===== src/rtl/simd_cmp_pkg.sv =====
package simd_cmp_pkg;

    localparam int BYTE_W    = 8;
    localparam int WORD_W    = 32;
    localparam int NUM_SIZES = 3;
    localparam int COND_W    = 4;

    typedef enum logic [1:0] {
        OP_EQ  = 2'd0,
        OP_GTS = 2'd1,
        OP_GTU = 2'd2,
        OP_BND = 2'd3
    } cmp_op_e;

    typedef enum logic [1:0] {
        SZ_BYTE = 2'd0,
        SZ_HALF = 2'd1,
        SZ_WORD = 2'd2,
        SZ_WRSV = 2'd3
    } lane_sz_e;

    typedef enum logic {
        ST_IDLE = 1'b0,
        ST_EMIT = 1'b1
    } seq_state_e;

endpackage


===== src/rtl/simd_cmp_lane.sv =====
module simd_cmp_lane
    import simd_cmp_pkg::*;
#(
    parameter int LW = 8
) (
    input  logic [LW-1:0] a,
    input  logic [LW-1:0] b,
    input  cmp_op_e       op,
    output logic [LW-1:0] lane_mask
);

    logic signed [LW:0] sa;
    logic signed [LW:0] sb;
    logic               hit;

    assign sa = $signed({a[LW-1], a});
    assign sb = $signed({b[LW-1], b});

    always_comb begin
        unique case (op)
            OP_EQ:   hit = (a == b);
            OP_GTS:  hit = (sa > sb);
            OP_GTU:  hit = (a > b);
            default: hit = 1'b0;
        endcase
        lane_mask = {LW{hit}};
    end

endmodule


===== src/rtl/simd_cmp_bnd_lane.sv =====
module simd_cmp_bnd_lane #(
    parameter int LW = 32
) (
    input  logic [LW-1:0] a,
    input  logic [LW-1:0] b,
    output logic [LW-1:0] lane_mask
);

    logic signed [LW:0] sa;
    logic signed [LW:0] sb;
    logic signed [LW:0] nb;

    assign sa = $signed({a[LW-1], a});
    assign sb = $signed({b[LW-1], b});
    assign nb = -sb;

    // Top bit: above upper limit; next bit: below lower limit.
    assign lane_mask = {(sa > sb), (sa < nb), {(LW-2){1'b0}}};

endmodule


===== src/rtl/simd_cmp_array.sv =====
module simd_cmp_array
    import simd_cmp_pkg::*;
#(
    parameter int VEC_W = 128
) (
    input  logic [VEC_W-1:0]           a,
    input  logic [VEC_W-1:0]           b,
    input  cmp_op_e                    op,
    output logic [NUM_SIZES*VEC_W-1:0] size_mask,
    output logic [VEC_W-1:0]           bnd_mask
);

    localparam int NUM_WORDS = VEC_W / WORD_W;

    genvar g, l;
    generate
        for (g = 0; g < NUM_SIZES; g++) begin : g_size
            localparam int LW = BYTE_W << g;
            localparam int NL = VEC_W / LW;
            for (l = 0; l < NL; l++) begin : g_lane
                simd_cmp_lane #(.LW(LW)) u_lane (
                    .a         (a[l*LW +: LW]),
                    .b         (b[l*LW +: LW]),
                    .op        (op),
                    .lane_mask (size_mask[g*VEC_W + l*LW +: LW])
                );
            end
        end

        for (l = 0; l < NUM_WORDS; l++) begin : g_bnd
            simd_cmp_bnd_lane #(.LW(WORD_W)) u_bnd (
                .a         (a[l*WORD_W +: WORD_W]),
                .b         (b[l*WORD_W +: WORD_W]),
                .lane_mask (bnd_mask[l*WORD_W +: WORD_W])
            );
        end
    endgenerate

endmodule


===== src/rtl/simd_cmp_summary.sv =====
module simd_cmp_summary
    import simd_cmp_pkg::*;
#(
    parameter int VEC_W = 128
) (
    input  logic [VEC_W-1:0]  mask,
    input  logic              is_bnd,
    output logic [COND_W-1:0] cond_nxt
);

    logic all_set;
    logic all_clr;

    assign all_set = &mask;
    assign all_clr = ~|mask;

    always_comb begin
        cond_nxt    = '0;
        cond_nxt[2] = all_clr;
        cond_nxt[0] = is_bnd ? 1'b0 : all_set;
    end

endmodule


===== src/rtl/simd_cmp.sv =====
module simd_cmp
    import simd_cmp_pkg::*;
#(
    parameter int VEC_W = 128
) (
    input  logic              clk,
    input  logic              rst_n,
    input  logic              in_valid,
    input  logic [VEC_W-1:0]  in_a,
    input  logic [VEC_W-1:0]  in_b,
    input  logic [1:0]        in_op,
    input  logic [1:0]        in_size,
    input  logic              in_record,
    output logic              out_valid,
    output logic [VEC_W-1:0]  out_mask,
    output logic [COND_W-1:0] out_cond
);

    cmp_op_e                  op;
    lane_sz_e                 sz;
    logic [NUM_SIZES*VEC_W-1:0] size_mask;
    logic [VEC_W-1:0]         bnd_mask;
    logic [VEC_W-1:0]         mask_sel;
    logic [COND_W-1:0]        cond_nxt;
    seq_state_e               state_q;
    seq_state_e               state_d;

    assign op = cmp_op_e'(in_op);
    assign sz = lane_sz_e'(in_size);

    simd_cmp_array #(.VEC_W(VEC_W)) u_array (
        .a         (in_a),
        .b         (in_b),
        .op        (op),
        .size_mask (size_mask),
        .bnd_mask  (bnd_mask)
    );

    always_comb begin
        if (op == OP_BND) begin
            mask_sel = bnd_mask;
        end else begin
            unique case (sz)
                SZ_BYTE: mask_sel = size_mask[0*VEC_W +: VEC_W];
                SZ_HALF: mask_sel = size_mask[1*VEC_W +: VEC_W];
                default: mask_sel = size_mask[2*VEC_W +: VEC_W];
            endcase
        end
    end

    simd_cmp_summary #(.VEC_W(VEC_W)) u_summary (
        .mask     (mask_sel),
        .is_bnd   (op == OP_BND),
        .cond_nxt (cond_nxt)
    );

    // Sequencer next state
    always_comb begin
        unique case (state_q)
            ST_IDLE: state_d = in_valid ? ST_EMIT : ST_IDLE;
            ST_EMIT: state_d = in_valid ? ST_EMIT : ST_IDLE;
            default: state_d = ST_IDLE;
        endcase
    end

    // State register
    always_ff @(posedge clk) begin
        if (!rst_n) state_q <= ST_IDLE;
        else        state_q <= state_d;
    end

    // Output registers
    always_ff @(posedge clk) begin
        if (!rst_n) begin
            out_mask <= '0;
            out_cond <= '0;
        end else if (in_valid) begin
            out_mask <= mask_sel;
            if (in_record) out_cond <= cond_nxt;
        end
    end

    assign out_valid = (state_q == ST_EMIT);

endmodule


===== config.mk =====
export PLATFORM = sky130hd
export DESIGN_NAME = simd_cmp
export DESIGN_NICKNAME = d
export VERILOG_FILES = /design/src/rtl/simd_cmp_pkg.sv /design/src/rtl/simd_cmp_lane.sv /design/src/rtl/simd_cmp_bnd_lane.sv /design/src/rtl/simd_cmp_array.sv /design/src/rtl/simd_cmp_summary.sv /design/src/rtl/simd_cmp.sv
export SDC_FILE = /design/constraint.sdc
export NUM_CORES = 1
export LEC_CHECK = 0
export BUFFER_PORTS_ARGS = -buffer_cell sky130_fd_sc_hd__buf_2
export CORE_ASPECT_RATIO = 1.75
export CORE_MARGIN = 2
export CORE_UTILIZATION = 25
export DETAILED_ROUTE_END_ITERATION = 12
export PLACE_DENSITY = 0.54
export SETUP_SLACK_MARGIN = 0.5
export SLEW_MARGIN = 20
export SYNTH_ARGS = -nofsm -noshare
export SYNTH_HDL_FRONTEND = slang
export SYNTH_SLANG_ARGS = --single-unit

===== constraint.sdc =====
create_clock -name clk -period 5.2 [get_ports clk]
set_input_delay 0.52 -clock clk [delete_from_list [all_inputs] [get_ports clk]]
set_output_delay 0.52 -clock clk [all_outputs]
set_load 0.01 [all_outputs]

=== Word level (Yosys, flattened, before mapping) ===
Cells that the tools add are included.

* Bits in registers: 131
* Input port bits: 264
* Output and inout port bits: 133
* Logic and storage cells: 137

* Add/subtract/negate cells: 4
* Magnitude comparators: 60
* Equal/unequal tests: 32
* Multiplexer cells: 32
* Reduce and logical (&&, ||, !) cells: 6

{| class="wikitable"
|+ Operators by type and width
! operator !! count
|-
| $gt A16 B16 Y1 || 16
|-
| $gt A32 B32 Y1 || 8
|-
| $gt A8 B8 Y1 || 32
|-
| $pmux W128 S2 || 1
|-
| $lt A32 B33 Y1 || 4
|-
| $neg A32 Y33 || 4
|-
| $eq A16 B16 Y1 || 8
|-
| $eq A32 B32 Y1 || 4
|-
| $eq A8 B8 Y1 || 16
|-
| $mux W128 || 1
|-
| $reduce_and A128 Y1 || 1
|-
| $reduce_or A128 Y1 || 1
|-
| $pmux W1 S3 || 28
|-
| $eq A2 B1 Y1 const B || 2
|-
| $eq A2 B2 Y1 const B || 2
|-
| $logic_not A2 Y1 || 2
|-
| $mux W1 || 2
|-
| $reduce_and A2 Y1 || 1
|-
| $logic_not A1 Y1 || 1
|}

=== Depth between registers and ports, before layout ===
Gate-level depths: netlist (run 1).

* Word-level depth: 6
* Gate-level depth with buffers: 21
* Depth with buffers taken out: 21

=== By module ===
From an unflattened synthesis (run 1), not the netlist that was laid out.

* Cell total of the unflattened synthesis: 4,377
* Area, all modules: 33,814.9 µm²

{| class="wikitable"
|+ By module, submodules not included
! module !! times used !! cells an instance !! area each (µm²) !! seq. area each (µm²)
|-
| simd_cmp || 1 || 1,158 || 10,231.1 || 2,662.6
|-
| simd_cmp_bnd_lane || 4 || 306 || 2,301.0 || 0.0
|-
| simd_cmp_lane (u_array.g_size[0].g_lane[0].u_lane ...) || 16 || 43 || 306.5 || 0.0
|-
| simd_cmp_lane (u_array.g_size[1].g_lane[0].u_lane ...) || 8 || 77 || 563.0 || 0.0
|-
| simd_cmp_lane (u_array.g_size[2].g_lane[0].u_lane ...) || 4 || 150 || 1,098.6 || 0.0
|-
| simd_cmp_summary || 1 || 91 || 576.8 || 0.0
|}

=== Least setup slack after synthesis (run 1) ===
Ideal clock, no wire load.

* Path kind: input to register
* From: in in_b[34]
* To: reg out_cond[2]
* Library setup time: 87 ps
* Data arrival time: 4,813 ps
* Required time: 5,113 ps
* Setup slack: 300 ps
* Cell stages on the path: 18
* Path buffers: 0
* Path through: or4_4 -> nor4_4 -> nand3_2 -> or4_4 -> nor4_4 -> nand2_1 -> or3_4 -> or3_4 -> xnor2_2 -> ha_1 -> nand3_1 -> or4_1 -> a211oi_1 -> o21ai_0 -> and4b_1 -> o21ai_0 -> nand4_1 -> o31ai_1

* Cells in the longest elaborated chain, start to end: 6
* Elaborated cells on any way between the ends: 18
* Those cells by class: add/sub: 1; order compare: 7; eq/ne: 3; mux: 5; reduce/logical: 2

{| class="wikitable"
|+ Ends and longest elaborated chain
! what !! RTL line !! text
|-
| start: declaration || simd_cmp.sv:10 || <nowiki>input logic [VEC_W-1:0] in_b,</nowiki>
|-
| branches (longest 3 deep; another with $neg A32 Y33) || -- ||
|-
| $mux W128 (*) || simd_cmp.sv:40 || <nowiki>if (op == OP_BND) begin</nowiki>
|-
| $reduce_or A128 Y1 (*) || simd_cmp_summary.sv:15 || <nowiki>assign all_clr = ~|mask;</nowiki>
|-
| $logic_not A1 Y1 (*) || simd_cmp_summary.sv:15 ||
|-
| end signal: assignment || simd_cmp.sv:79 || <nowiki>if (in_record) out_cond <= cond_nxt;</nowiki>
|-
| end: declaration || simd_cmp.sv:16 || <nowiki>output logic [COND_W-1:0] out_cond</nowiki>
|}

Mark *: on every way between the ends.
A chain may end at the register's enable or synchronous reset.

=== Worst setup path after layout (run 1) ===
Same ends and word-level chain as after synthesis.

==> results of run 1 <==
-- flip-flops by register name, indices dropped and copies added (netlist names) --
name,count
out_cond,2
out_mask,24
out_valid,1
-- how the worst min path moves through the flow --
stage	slack [ns]	endpoint	startpoint
2_1_floorplan	0.49	out_cond[2]$_SDFFE_PN0P_	out_cond[2]$_SDFFE_PN0P_
3_3_place_gp	0.46	out_cond[2]$_SDFFE_PN0P_	out_cond[2]$_SDFFE_PN0P_
5_1_grt	0.49	out_cond[2]$_SDFFE_PN0P_	out_cond[2]$_SDFFE_PN0P_
3_5_place_dp	0.46	out_cond[2]$_SDFFE_PN0P_	out_cond[2]$_SDFFE_PN0P_
6_report	0.47	out_cond[2]$_SDFFE_PN0P_	out_cond[2]$_SDFFE_PN0P_
4_1_cts	0.47	out_cond[2]$_SDFFE_PN0P_	out_cond[2]$_SDFFE_PN0P_
-- through the flow --
step / setup WS [ns] / std cells / hold slack (ns) / total power, mW / TNS, ns
finish: 0.231 / 2611 / 0.472 / 1.58 / 0
CTS: 0.0628 / 2604 / 0.471 / 1.59 / 0
global placement: -0.0479 / 2592 / 0.463 / 1.39 / -0.0479
global route: -0.0111 / 2611 / 0.485 / 1.74 / -0.0111
detailed placement: -0.222 / 2592 / 0.461 / 1.40 / -0.274
floorplan: 0.350 / 1689 / 0.489 / 0.983 / 0
-- power groups by stage --
stage	logic, mW	clock network (mW)	registers (mW)
finish	1.15	0.177	0.246
global route	1.30	0.189	0.249
CTS	1.16	0.178	0.246
detailed placement	1.15	0	0.251
global placement	1.14	0	0.249
floorplan	0.731	0	0.252
-- cells in the final DEF (no fill, tap or decap), types with 22 or more instances in the layout --
cell,Yosys,layout
a21oi_1,162,161
nand2_1,125,125
inv_1,165,165
nor3_1,59,55
xnor2_1,112,112
nor2_1,126,121
nor2b_1,22,22
buf_4,106,51
ha_1,272,272
dfxtp_1,27,27
nand4_1,68,68
nand3_1,46,44
buf_2,1,393
o21ai_0,89,87
-- metal layers --
| metal | GRT usage (%) | part of all wire, % |
|---|---|---|
| met1 | 18.4 | 36 |
| met2 | 39.5 | 58 |
| met3 | 0.929 | 2.3 |
| met4 | 6.71 | 4.0 |
| met5 | 0 | 0 |
-- worst max-delay path: cells and delay by family --
family	cells	cell delay, ns
AOI/OAI and AO/OA	4	0.63
adders and majority gates	1	0.31
buffers and inverters	2	0.26
and+or+nand+nor	12	3.29
xor gates and xnor gates	1	0.14
-- final cells by class --
type                       instances  area (um2)
clock buffer                       3        75.1
multi-input combinational       1368       10100
sequential                        27         541
tap                              594         743
timing repair buffer             445        2360
clock inverter                     1        5.00
antenna                            6        15.0
fill                            5273       33100
inverter                         167         627
-- synthesized netlist by cell type, types with 4 or more instances --
library cell	n
a2111oi_0	9
a211o_1	9
a211oi_1	21
a21boi_0	6
a21o_1	20
a21oi_1	162
a221oi_1	5
a31oi_1	11
and3_1	8
and4_1	4
buf_4	106
clkbuf_1	19
dfxtp_1	27
ha_1	272
inv_1	165
mux2i_1	6
nand2_1	125
nand2b_1	10
nand3_1	46
nand4_1	68
nor2_1	126
nor2b_1	22
nor3_1	59
nor4_1	28
o211ai_1	15
o21a_1	11
o21ai_0	89
o21bai_1	9
o22ai_1	4
o31ai_1	11
or2_2	20
or3_1	7
or4_1	5
xnor2_1	112
xor2_1	5
-- what timing repair did --
item                                   CTS  global route
setup buffers                            8             1
endpoints found under the hold margin    0             0
resized for setup                        6            22
setup endpoints to repair                2             5
pin swaps                                1             3
-- cell families after synthesis --
kind of cell | after synthesis | share of synthesized area, %
DFF | 27 | 4.52
xor gates and xnor gates | 118 | 8.70
muxes | 8 | 0.690
and+or+nand+nor | 550 | 23.4
AOI/OAI and AO/OA | 418 | 21.6
adders and majority gates | 272 | 28.4
buffers and inverters | 294 | 12.6
other | 1 | 0.0313
==> summary.md, run 1 <==
| Metric | Value |
|---|---|
| Max-slew violation count | `0` |
| Root Driver | `clkbuf_16` |
| Clock power frac | `11.2%` |
| First-pass iteration count of the detailed router | `4` |
| YS warnings | `0` |
| Area leader, netlist | `ha_1` |
| Share of layout cells above drive strength 1 | `25.4%` |
| Sequential share of power | `15.6%` |
| Fin. Hold Viols | `0` |
| I/O pin count | `397` |
| CTS tree | `done` |
| GRT overflow | `0` |
| Port-buffer cells | `394` |
| Peak VDD IR | `96.3 uV` |
| Post-route cell area | `14,400 um2` |
| Gate count after technology mapping | `1,688` |
| R2R cell count | `2` |
| Clock slew at reported path FFs | `0.07 ns` |
| Initial antenna violation count | `6` |
| Net switching power | `0.787 mW` |
| CP dominant cell by count | `or4_4` |
| Via count | `13,300` |
| Status | `finished clean` |
| Vias per inst | `5.10` |
| Worst Setup EP | `out_cond[2]$_SDFFE_PN0P_` |
| Worst Setup SP | `in_b[34]` |
| Die width | `169 um` |
| Critical path data required time | `5.38 ns` |
| Critical path cell sequence | `buf_6, or4_4, nor4_4, nand3_2, or4_4, nor4_4, nand2_1, or3_4, or3_4, xnor2_2, ha_1, nand3_2, or4_4, a211oi_2, o21ai_1, and4b_1, o21ai_1, buf_4, nand4_1, o31ai_1` |
| Share of the synthesized area in the top cell type | `28.4%` |
| Min-Delay Path Depth | `2` |
| Synth Register Bits | `27` |
| First-pass GRT wire length | `72,600 um` |
| DRC violations left | `0` |
| Reg2Reg Capture Point | `out_mask[111]$_SDFFE_PN0P_` |
| Clock Skew | `0 ns` |
| Pwr Density | `109 nW/um2` |
| CP max stage cell | `or4_4` |
| Die area | `49,700 um2` |
| Die height | `293 um` |
| GRT Overall Usage | `18.6%` |
| R2r setup slk | `4.27 ns` |
| Startpoint Class | `input pin` |
| RSZ-0062 raised after global routing | `yes` |
| Crit-path max FO | `2` |
| Nets@finish | `2,548` |
| Switching Share | `49.9%` |
| GP Congestion | `0.928` |
| Synth Flop Type | `dfxtp_1` |
| Max Freq | `0.201 GHz` |
| Min-delay worst type | `reg -> reg` |
| Pleak | `7.06 nW` |
| Area Overhead vs Synth | `20.5%` |
| Sequential area share after synthesis | `4.52%` |
| Crit path arrival time | `5.15 ns` |
| Wire per inst | `18.6 um` |
| Final wirelength | `48,600 um` |
| Later-pin clock latency in the skew report | `0.26 ns` |
| CTS max path bufs | `2` |
| Cell variety after synth | `77` |
| Max_slew headroom | `34.5%` |
| Pin count of the biggest net entering global routing | `32` |
| Average cell area after synthesis | `7.09 um2` |
| Gate power share | `73.2%` |
| Core area | `47,500 um2` |
| Fin crit period | `4.97 ns` |
| Syn Std Cell Area | `12,000 um2` |
| Total CTS buffers | `3` |
| Dpl hpwl | `43,400 um` |
| Worst-margin pin slew | `0.973 ns` |
| Reg-to-Reg Start | `out_mask[111]$_SDFFE_PN0P_` |
| Sink Count | `27` |
| Critical path class | `in -> reg` |
| MaxCap Viol Count | `0` |
| Cts-stage hold buffer count | `0` |
| Synth area leaders | `ha_1 (28%), xnor2_1 (8.2%), a21oi_1 (6.8%)` |
| Layout Utilization | `30.4%` |
| Dpl cell area | `14,100 um2` |
| Post-synth EDFFs | `0` |
| Row cnt | `106` |
| Initial DRC Count | `491` |
| H-tree levels | `1` |
| Initial Utilization | `25.2%` |
| P_int | `0.790 mW` |
| Critical Path Sink Type | `register` |
| Ys async rst share | `0%` |
| Max stage delay on crit path | `0.55 ns` |
| Tcrit/Tclk final | `95.5%` |
| Post-route ant nets | `0` |
| Vias in the first global route | `13,700` |
| Setup-failing EPs final | `0` |
(Power assumes the default switching activity.)
==> run 2, diff against run 1 <==
--- a/config.mk
+++ b/config.mk
@@ -10,9 +10,10 @@
 export CORE_MARGIN = 2
 export CORE_UTILIZATION = 25
 export DETAILED_ROUTE_END_ITERATION = 12
-export PLACE_DENSITY = 0.54
+export PLACE_DENSITY = 0.49
 export SETUP_SLACK_MARGIN = 0.5
 export SLEW_MARGIN = 20
 export SYNTH_ARGS = -nofsm -noshare
 export SYNTH_HDL_FRONTEND = slang
+export SYNTH_HIERARCHICAL = 1
 export SYNTH_SLANG_ARGS = --single-unit
==> run 2 against run 1 <==
Effect of this change:
- utilization shrank 3.3 points
- synthesized cell count rose to 2.6 times the previous value
- non-clock buffer count is 148 higher
- sequential cell count rose by 106
- critical endpoint unchanged
==> summary.md, run 2 <==
| Metric | Value |
|---|---|
| Share of layout cells above drive strength 1 | `23.0% (-2.4 points)` |
| Nets@finish | `5,394 (+110%)` |
| Setup ws final | `0.532 ns (+0.301 ns)` |
| Initial Utilization | `25.2% (about the same)` |
| RSZ-0062 raised after global routing | `yes` |
| Port-buffer cells | `396 (+0.51%)` |
| H-tree levels | `4 (+3)` |
| Core area | `134,000 um2 (+180%)` |
| YS warnings | `6 (+6)` |
| Initial DRC Count | `1,178 (+140%)` |
| Tcrit/Tclk final | `89.8% (-5.8 points)` |
| CP max stage cell | `or4_4` |
| Crit path arrival time | `5.08 ns (-0.07 ns)` |
| Vias in the first global route | `30,300 (+120%)` |
| Pleak | `18.0 nW (+160%)` |
| Sequential area share after synthesis | `7.87% (+3.4 points)` |
| Area Overhead vs Synth | `7.64%` |
| CTS tree | `done` |
| Setup TNS | `0 ns (unchanged)` |
| Startpoint Class | `input pin` |
| Synth area leaders | `ha_1 (24%), buf_4 (12%), dfxtp_1 (7.9%)` |
| Worst Setup SP | `in_b[110]` |
| Most frequent cells in the layout | `ha_1 (644), inv_1 (520), nand2_1 (422), buf_2 (389), a21oi_1 (238)` |
| Root Driver | `clkbuf_16` |
| Die width | `282 um (+67%)` |
| Total power after layout | `5.62 mW (+260%)` |
| Via count | `30,100 (+130%)` |
| Total CTS buffers | `17 (+14)` |
| Pwr Density | `155 nW/um2 (+41%)` |
| Synth Register Bits | `133 (+390%)` |
| Fin crit period | `4.67 ns (-0.301 ns)` |
| Row cnt | `178 (+68%)` |
| Die height | `491 um (+67%)` |
| Post-route cell area | `36,400 um2 (+150%)` |
| Ys async rst share | `0% (unchanged)` |
| Dpl hpwl | `96,100 um (+120%)` |
| M2 GR Usage | `30.5% (-9.0 points)` |
| Max Freq | `0.214 GHz (+6.4%)` |
| Critical Path Sink Type | `register` |
| CTS max path bufs | `2 (unchanged)` |
| Clock Skew | `0 ns (unchanged)` |
| I/O pin count | `397 (unchanged)` |
| First-pass GRT wire length | `176,000 um (+140%)` |
| Most common cell after layout, fill and taps aside | `ha_1` |
| Wire per inst | `18.4 um (-1.0%)` |
| Dpl cell area | `35,400 um2 (+150%)` |
| GRT Overall Usage | `16.4% (-2.2 points)` |
| Area leader, netlist | `ha_1` |
| Max_slew headroom | `36.6% (+2.1 points)` |
| Max reg flops | `128 (+430%)` |
| Min-delay worst type | `in -> reg` |
| Setup-failing EPs final | `0 (unchanged)` |
| Reg-to-Reg Start | `out_mask[65]$_SDFFE_PN0P_` |
| Fin. Hold Viols | `0 (unchanged)` |
| R2r setup slk | `4.44 ns (+0.17 ns)` |
| Post-synth EDFFs | `0 (unchanged)` |
| GRT busiest layer | `met2` |
| Peak VDD IR | `198 uV (+110%)` |
| R2R cell count | `2 (unchanged)` |
| Die area | `138,000 um2 (+180%)` |
| Critical path class | `in -> reg` |
| MaxCap Viol Count | `0 (unchanged)` |
| Status | `finished clean` |
| Cell variety after synth | `65 (-16%)` |
| Synth Flop Type | `dfxtp_1` |
| DRC violations left | `0 (unchanged)` |
| Count leader, synth | `ha_1` |
| Commonest cells in the netlist | `ha_1 (644), buf_4 (522), inv_1 (521), nand2_1 (427), a21oi_1 (244)` |
| Share of the synthesized area in the top cell type | `23.8% (-4.6 points)` |
| Post-route ant nets | `0 (unchanged)` |
| Met1 Use GR | `17.9% (-0.45 points)` |
| Worst-margin pin slew | `0.951 ns (-0.0222 ns)` |
| Crit-path max FO | `4 (+2)` |
| Max stage delay on crit path | `0.59 ns (+0.04 ns)` |
| Gate count after technology mapping | `4,377 (+160%)` |
| Pin count of the biggest net entering global routing | `158 (+390%)` |
| Average cell area after synthesis | `7.73 um2 (+9.0%)` |
| Clock slew at reported path FFs | `0.07 ns (about the same)` |
| Reg2Reg Capture Point | `out_mask[65]$_SDFFE_PN0P_` |
| Max-slew violation count | `0 (unchanged)` |
| Worst Setup EP | `out_cond[2]$_SDFFE_PN0P_` |
| Post-place setup slack | `-0.338 ns (-0.116 ns)` |
| Final wirelength | `116,000 um (+140%)` |
| Later-pin clock latency in the skew report | `0.48 ns (+0.22 ns)` |
| Sink Count | `133 (+390%)` |
| Initial antenna violation count | `3 (-3)` |
| Syn Std Cell Area | `33,800 um2 (+180%)` |
| First-pass iteration count of the detailed router | `6 (+2)` |
| Largest Register | `out_mask` |
| GRT overflow | `0 (unchanged)` |
| Critical path cell sequence | `buf_2, or4_4, or3_4, nor4_4, buf_4, nand3_2, nor4_2, xnor2_1, ha_1, a21o_1, a31oi_1, o31ai_1, a21oi_1, mux2i_1, nand2_1, nand2_1, nor4_2, nand4_1, or4_4, nor2_1, nand3_1, a21boi_1` |
| Vias per inst | `4.78 (-6.3%)` |
| GP Congestion | `0.900 (-3.0%)` |
| Met3 Use GR | `3.09% (+2.2 points)` |
| Critical path data required time | `5.61 ns (+0.23 ns)` |
-- run 2: power by group --
| part | leakage (nW) | switching (mW) | internal (mW) | total [mW] |
|---|---|---|---|---|
| combinational | 16.6 | 1.81 | 1.27 | 3.08 |
| sequential | 1.10 | 0.0464 | 1.10 | 1.15 |
| clock | 0.309 | 0.585 | 0.816 | 1.40 |
-- run 2: stage by stage --
| stage | instances | util, % | hold slack, ns |
|---|---|---|---|
| 6_report | 6303 | 27.1 | 0.377 |
| 5_1_grt | 6299 | 27.1 | 0.372 |
| 4_1_cts | 6293 | 27.0 | 0.338 |
| 3_5_place_dp | 6256 | 26.4 | 0.472 |
| 3_3_place_gp | 6256 | 26.4 | 0.456 |
| 2_1_floorplan | 4494 | - | 0.488 |
-- run 2: timing repair --
item,CTS,global route
hold endpoints to repair,0,0
gates cloned,0,0
hold buffers,0,0
buffers inserted,5,6
gates resized for setup,23,35
pin swaps,29,33
setup endpoints to repair,2,2
-- run 2: layout make-up --
type / instances / area, um2
Clock buffer: 17 / 425
Inverter: 529 / 1990
Multi-Input combinational cell: 3212 / 25200
Sequential cell: 133 / 2660
Tap cell: 1800 / 2250
Fill cell: 14700 / 97900
Antenna cell: 4 / 10.0
Timing Repair Buffer: 593 / 3630
Clock inverter: 15 / 219
-- run 2: cell families after synthesis --
family | Yosys count | synth area share [%]
AND/OR/NAND/NOR | 1246 | 20.2
buffers and inverters | 1149 | 19.6
AO/OA/AOI/OAI | 940 | 19.4
adder cells (fa/ha/maj) | 644 | 23.8
multiplexers | 140 | 5.96
flip-flops | 133 | 7.87
XOR/XNOR | 120 | 3.11
other | 5 | 0.0555
-- run 2: worst max-delay path: cells and delay by family --
family / cells / cell delay (ns)
XOR/XNOR: 1 / 0.16
AND/OR/NAND/NOR: 12 / 2.83
AO/OA/AOI/OAI: 5 / 0.88
buffers and inverters: 2 / 0.29
multiplexers: 1 / 0.11
adder cells (fa/ha/maj): 1 / 0.27
-- run 2: per-layer routing --
| layer | wire length (um) | vias up |
|---|---|---|
| met2 | 59100 | 635 |
| met1 | 45900 | 14100 |
| met3 | 6270 | 164 |
| met4 | 4830 | 4 |
| met5 | 27 | - |
| li1 | - | 15200 |
-- run 2: how the worst min path moves through the flow --
stage	startpoint	to	slack [ns]	cells after the start
final	in_record	out_cond[0]$_SDFFE_PN0P_	0.38	3
after global routing	in_record	out_cond[2]$_SDFFE_PN0P_	0.37	3
after CTS	in_record	out_cond[0]$_SDFFE_PN0P_	0.34	3
after detailed placement	out_cond[0]$_SDFFE_PN0P_	out_cond[0]$_SDFFE_PN0P_	0.47	2
after global placement	out_cond[3]$_SDFFE_PN0P_	out_cond[3]$_SDFFE_PN0P_	0.46	2
after floorplan	out_cond[0]$_SDFFE_PN0P_	out_cond[0]$_SDFFE_PN0P_	0.49	2
